File: config.mk
export PLATFORM = sky130hd
export DESIGN_NAME = pcg_ctrl
export DESIGN_NICKNAME = d
export VERILOG_FILES = /design/src/rtl/pcg_pkg.sv /design/src/rtl/pcg_cfg_reg.sv /design/src/rtl/pcg_mode_fsm.sv /design/src/rtl/pcg_divider.sv /design/src/rtl/pcg_mask_dec.sv /design/src/rtl/pcg_ctrl.sv
export SDC_FILE = /design/constraint.sdc
export NUM_CORES = 1
export LEC_CHECK = 0
export BUFFER_PORTS_ARGS = -buffer_cell sky130_fd_sc_hd__buf_4
export CAP_MARGIN = 10
export CORE_AREA = 2 2 39 41
export DETAILED_ROUTE_END_ITERATION = 12
export DIE_AREA = 0 0 41 43
export PLACE_DENSITY_LB_ADDON = 0.08
export SYNTH_ARGS = -nofsm -noshare
export SYNTH_HDL_FRONTEND = slang
export SYNTH_SLANG_ARGS = --single-unit
File: constraint.sdc
create_clock -name clk_i -period 1.2 [get_ports clk_i]
set_input_delay 0.18 -clock clk_i [delete_from_list [all_inputs] [get_ports clk_i]]
set_output_delay 0.18 -clock clk_i [all_outputs]
set_load 0.1 [all_outputs]
File: src/rtl/pcg_pkg.sv
package pcg_pkg;
  localparam int N_DOM    = 5;
  localparam int MODE_W   = 3;
  localparam int MAX_CODE = 5;
  localparam int PIN_ARM_BIT = MODE_W;
  localparam int INS_ARM_BIT = MODE_W + 1;
  localparam int CFG_W    = MODE_W + 2;

  localparam int D_CORE  = 0;
  localparam int D_DCACHE = 1;
  localparam int D_SNOOP = 2;
  localparam int D_TB    = 3;
  localparam int D_PERIPH = 4;

  typedef enum logic [MODE_W-1:0] {
    M_RUN    = 3'd0,
    M_RED    = 3'd1,
    M_DOZE   = 3'd2,
    M_NAP    = 3'd3,
    M_SLEEP  = 3'd4,
    M_CPUSLP = 3'd5
  } pmode_e;

  function automatic pmode_e legalize(logic [MODE_W-1:0] code);
    if (code > MODE_W'(MAX_CODE)) return M_RUN;
    return pmode_e'(code);
  endfunction
endpackage

File: src/rtl/pcg_cfg_reg.sv
module pcg_cfg_reg
  import pcg_pkg::*;
(
  input  logic             clk_i,
  input  logic             rst_ni,
  input  logic             we_i,
  input  logic [CFG_W-1:0] wdata_i,
  input  logic             wake_i,
  output pmode_e           tgt_mode_o,
  output logic             pin_arm_o,
  output logic             ins_arm_o
);
  always_ff @(posedge clk_i or negedge rst_ni) begin
    if (!rst_ni) begin
      tgt_mode_o <= M_RUN;
      pin_arm_o  <= 1'b0;
      ins_arm_o  <= 1'b0;
    end else if (wake_i) begin
      pin_arm_o  <= 1'b0;
      ins_arm_o  <= 1'b0;
    end else if (we_i) begin
      tgt_mode_o <= legalize(wdata_i[MODE_W-1:0]);
      pin_arm_o  <= wdata_i[PIN_ARM_BIT];
      ins_arm_o  <= wdata_i[INS_ARM_BIT];
    end
  end

  // wake disarms both paths
  a_r13_wake_disarms: assert property (@(posedge clk_i) disable iff (!rst_ni)
    wake_i |=> (!pin_arm_o && !ins_arm_o));

  // illegal codes never stored
  a_r8_tgt_legal: assert property (@(posedge clk_i) disable iff (!rst_ni)
    (we_i && !wake_i && wdata_i[MODE_W-1:0] > MODE_W'(MAX_CODE)) |=> tgt_mode_o == M_RUN);
endmodule

File: src/rtl/pcg_mode_fsm.sv
module pcg_mode_fsm
  import pcg_pkg::*;
(
  input  logic   clk_i,
  input  logic   rst_ni,
  input  logic   pin_i,
  input  logic   ins_i,
  input  logic   wake_i,
  input  pmode_e tgt_mode_i,
  input  logic   pin_arm_i,
  input  logic   ins_arm_i,
  output pmode_e mode_o
);
  logic pin_q, ins_q;
  logic pin_rise, ins_rise, fire;

  assign pin_rise = pin_i & ~pin_q;
  assign ins_rise = ins_i & ~ins_q;
  assign fire     = (pin_rise & pin_arm_i) | (ins_rise & ins_arm_i);

  always_ff @(posedge clk_i or negedge rst_ni) begin
    if (!rst_ni) begin
      pin_q  <= 1'b0;
      ins_q  <= 1'b0;
      mode_o <= M_RUN;
    end else begin
      pin_q <= pin_i;
      ins_q <= ins_i;
      if (wake_i)    mode_o <= M_RUN;
      else if (fire) mode_o <= tgt_mode_i;
    end
  end

  // no arm, no change
  a_r11_unarmed_hold: assert property (@(posedge clk_i) disable iff (!rst_ni)
    (!wake_i && !pin_arm_i && !ins_arm_i) |=> $stable(mode_o));

  // a held pin level never re-enters
  a_r12_level_no_refire: assert property (@(posedge clk_i) disable iff (!rst_ni)
    (!wake_i && pin_q && !ins_rise) |=> $stable(mode_o));

  // wake returns to run
  a_r13_wake_run: assert property (@(posedge clk_i) disable iff (!rst_ni)
    wake_i |=> mode_o == M_RUN);
endmodule

File: src/rtl/pcg_divider.sv
module pcg_divider #(
  parameter int DIV_RATIO = 4
) (
  input  logic clk_i,
  input  logic rst_ni,
  output logic tick_o
);
  localparam int CNT_W = (DIV_RATIO > 2) ? $clog2(DIV_RATIO) : 1;
  localparam logic [CNT_W-1:0] LAST = CNT_W'(DIV_RATIO - 1);

  logic [CNT_W-1:0] cnt_q;

  always_ff @(posedge clk_i or negedge rst_ni) begin
    if (!rst_ni)            cnt_q <= '0;
    else if (cnt_q == LAST) cnt_q <= '0;
    else                    cnt_q <= cnt_q + 1'b1;
  end

  assign tick_o = (cnt_q == LAST);

  // tick is a single-cycle pulse
  a_r3_tick_single: assert property (@(posedge clk_i) disable iff (!rst_ni)
    tick_o |=> !tick_o);
endmodule

File: src/rtl/pcg_mask_dec.sv
module pcg_mask_dec
  import pcg_pkg::*;
(
  input  pmode_e           mode_i,
  input  logic             tick_i,
  output logic [N_DOM-1:0] en_o
);
  logic [N_DOM-1:0] base;

  always_comb begin
    base = '1;
    case (mode_i)
      M_DOZE:   base = N_DOM'((1 << D_DCACHE) | (1 << D_SNOOP) | (1 << D_TB));
      M_NAP:    base = N_DOM'(1 << D_TB);
      M_SLEEP:  base = '0;
      M_CPUSLP: base = ~N_DOM'(1 << D_CORE);
      default:  base = '1;
    endcase
  end

  for (genvar d = 0; d < N_DOM; d++) begin : g_dom
    if (d == D_CORE) begin : g_core
      assign en_o[d] = base[d] & ((mode_i != M_RED) | tick_i);
    end else begin : g_other
      assign en_o[d] = base[d];
    end
  end
endmodule

File: src/rtl/pcg_ctrl.sv
module pcg_ctrl
  import pcg_pkg::*;
#(
  parameter int DIV_RATIO = 4
) (
  input  logic             clk_i,
  input  logic             rst_ni,
  input  logic             cfg_we_i,
  input  logic [CFG_W-1:0] cfg_wdata_i,
  input  logic             pd_insn_i,
  input  logic             pd_pin_i,
  input  logic             wake_i,
  output logic [N_DOM-1:0] clk_en_o
);
  pmode_e tgt_mode, mode;
  logic   pin_arm, ins_arm, tick;

  pcg_cfg_reg u_cfg (
    .clk_i, .rst_ni,
    .we_i(cfg_we_i), .wdata_i(cfg_wdata_i), .wake_i,
    .tgt_mode_o(tgt_mode), .pin_arm_o(pin_arm), .ins_arm_o(ins_arm)
  );

  pcg_mode_fsm u_fsm (
    .clk_i, .rst_ni,
    .pin_i(pd_pin_i), .ins_i(pd_insn_i), .wake_i,
    .tgt_mode_i(tgt_mode), .pin_arm_i(pin_arm), .ins_arm_i(ins_arm),
    .mode_o(mode)
  );

  pcg_divider #(.DIV_RATIO(DIV_RATIO)) u_div (
    .clk_i, .rst_ni, .tick_o(tick)
  );

  pcg_mask_dec u_dec (.mode_i(mode), .tick_i(tick), .en_o(clk_en_o));

  // full enable one edge after wake
  a_r13_wake_all_on: assert property (@(posedge clk_i) disable iff (!rst_ni)
    wake_i |=> &clk_en_o);

  // reduced mode gates only the core
  a_r3_reduced_rest_on: assert property (@(posedge clk_i) disable iff (!rst_ni)
    (mode == M_RED) |-> (&clk_en_o[N_DOM-1:1] && clk_en_o[D_CORE] == tick));

  // nap leaves at most the time base running
  a_r5_nap_tb_only: assert property (@(posedge clk_i) disable iff (!rst_ni)
    (mode == M_NAP) |-> ($onehot0(clk_en_o) && clk_en_o[D_TB]));

  // sleep stops everything
  a_r6_sleep_dark: assert property (@(posedge clk_i) disable iff (!rst_ni)
    (mode == M_SLEEP) |-> ($countones(clk_en_o) == 0));
endmodule

==> results_dict.tcl <==
set metrics [dict create \
    power_uw 839 \
    post_synth_mux_area_share 0.0903 \
    run_status "finished with violations" \
    grt_setup_unrepaired "true" \
    power_density_nw_per_um2 1010 \
    final_core_utilization 0.598 \
    synth_cell_count_leaders "dfrtp_1 (12), nand2b_1 (8), nand2_1 (6), mux2i_1 (5), nor2_1 (5)" \
    area.growth.synth_to_final_pct 49.2 \
    synthFlopType "dfrtp_1" \
    worst_slew_pin_slew_ns 0.248 \
    postRouteWirelength_um 969 \
    detailroute.via_count 401 \
    yosys_register_bits 12 \
    io_pins 16 \
    grt_pass1_vias 395 \
    layout_worst_path_cycle_share 1.27 \
    nets 86 \
    clk_latency_ns 0.26 \
    hold-worst-slack_ns 0.0256 \
    placement_rows 14 \
    die_height_um 43 \
    endpoint_kind "output pin" \
    max_freq_mhz 657 \
    drtPass1Iterations 2 \
    vias_per_cell 4.56 \
    syn-cell-area_um2 554 \
    ctsRootBufferMaster "clkbuf_4" \
    synth_top_cell_area_share 0.542 \
    synth_edf_count 0 \
    core_area_um2 1380 \
    synth.area.top_cells "dfrtp_1 (54%), mux2i_1 (9.0%), nand2b_1 (9.0%)" \
    grt_start_max_net_pins 13 \
    synthDistinctLibCells 18 \
    startpoint_type "register" \
    cp.arrival_ns 1.34 \
    number_of_slew_limit_violations_in_the_final_report 0 \
    post_synth_inst_count 51 \
    cp.required_ns 1.02 \
    yosysWarnings 0 \
    detailed_place.area_um2 714 \
    syn_nets 63 \
    final_ws_setup_ns -0.321 \
    synth_simple_gate_area_share 0.244 \
    synth_top_family_by_area "simple AND/OR/NAND/NOR gates" \
    drv.max_cap_violation_count 0 \
    synth_adder_area_share 0.0226 \
    synthArstFlopShare 1.00 \
    holdCritPathClass "input port to register" \
    globalRoute.totalOverflow 0 \
    remaining_drc_errors 0 \
    report.final.setup_viol 5 \
    cp_max_fo 2 \
    synthesis.area_per_instance_um2 10.9 \
    die_w_um 41 \
    violations "negative setup slack" \
    initial_utilization 0.401 \
    synthDominantAreaCellType "dfrtp_1" \
    design.die.area_um2 1760 \
    crit_type "register to output pin" \
    place.gp.congestion 0.634 \
    synth_xor_area_frac 0 \
    ant_nets 0 \
    cts_tree "done" \
    p_leak_uw 0.000409 \
    report.final.hold_viol_count 0 \
    grt_antenna_before_repair 0 \
    post-synth-top-count-cell "dfrtp_1" \
    cts_buffer_depth 2 \
    timing.max_slew.rel_slack 0.834 \
    finalCriticalPeriod_ns 1.52 \
    drive_above_1_share 0.431 \
    synth_sequential_area_ratio 0.542 \
    fin_setup_tns_ns -1.28 \
    number_of_diodes 0 \
    drt_iter0_drc 1 \
    cts_buffers 3 \
    cts-htree-levels 1 \
    portBuffers 15 \
    synth_compound_gate_area_share 0.0813 \
    irDropWorstVdd_v 0.000454 \
    fin_area_um2 827 \
    clk_pin_slew_worst_paths_ns 0.07 \
    wl_per_cell_um 11.0 \
    grt_first_pass_wirelength_um 1610 \
    grt_usage 0.141 \
    clock_skew_ns 0.00239 \
    cts_sinks 12 \
]
==> sequential cells by signal, summed over array words and instances (netlist names) <==
| signal | cells |
|---|---|
| u_cfg.tgt_mode_o | 3 |
| u_fsm.mode_o | 3 |
| u_cfg.pin_arm_o | 1 |
| u_fsm.pin_q | 1 |
| u_div.cnt_q | 2 |
| u_cfg.ins_arm_o | 1 |
| u_fsm.ins_q | 1 |
==> report_power, final <==
group / internal [uW] / total [uW] / switching (uW)
Clock: 116 / 239 / 123
Combinational: 76.5 / 163 / 86.4
Sequential: 425 / 438 / 12.9
==> through the flow <==
stage	instances	setup slack, ns
final	88	-0.321
after global routing	88	-0.396
after CTS	88	-0.333
after detailed placement	83	-0.105
after global placement	83	-0.107
after floorplan	51	-0.426
==> worst paths after layout <==
path | from | to | slack (ns) | cells past startpoint
min in group asynchronous | rst_ni | u_cfg.ins_arm_o | 0.28 | 2
hold / removal | pd_insn_i | u_fsm.ins_q | 0.03 | 1
max in group asynchronous | rst_ni | u_div.cnt_q[0] | 0.76 | 2
setup / recovery | u_div.cnt_q[0] | clk_en_o[0] | -0.32 | 5
hold reg to reg | u_div.cnt_q[0] | u_div.cnt_q[0] | 0.43 | 1
setup reg to reg | u_fsm.mode_o[1] | u_fsm.mode_o[1] | 0.29 | 4
==> cell type report <==
type                            count  area [um^2]
Fill cell                         129          557
Sequential cell                    12          300
Multi-Input combinational cell     37          270
Timing Repair Buffer               19          208
Clock buffer                        3         22.5
Tap cell                           16         20.0
Inverter                            1         6.26
==> cell usage in the layout (no fill, tap or decap), types with 2 or more instances in the layout <==
cell      count
buf_4        13
dfrtp_1      12
nand2b_1      8
nand2_1       6
mux2i_1       5
buf_12        5
nor2_1        4
clkbuf_4      3
o21ai_1       2
==> cells by family (layout without fill, tap and decap cells) <==
group	Yosys count	after routing
AOI/OAI and AO/OA	6	6
muxes	5	5
adders and majority gates	1	1
DFF	12	12
buffers and inverters	2	23
and+or+nand+nor	25	25
==> timing repair <==
action | in CTS | in global routing
resized for setup | 18 | 1
endpoints found under the setup margin | 5 | 5
endpoints found under the hold margin | 12 | 0
hold buffers | 1 | 0
cloned | 0 | 0
setup buffers | 1 | 0
pin swaps | 4 | 1
==> worst max-delay path: stages, from the launching register on <==
cell	delay, ns
dfrtp_1	0.38
ha_2	0.17
nor2b_1	0.10
nor3_1	0.05
a21o_2	0.21
buf_12	0.16
==> metal layers <==
layer | global-route usage | vias up | part of all wire
met4 | 0.0800 | 0 | 0
met2 | 0.219 | 13 | 0.51
met3 | 0.0314 | 0 | 0.058
met5 | 0 | - | 0
li1 | - | 209 | -
met1 | 0.171 | 179 | 0.43
Note: power is estimated with default switching activity, not from simulation.
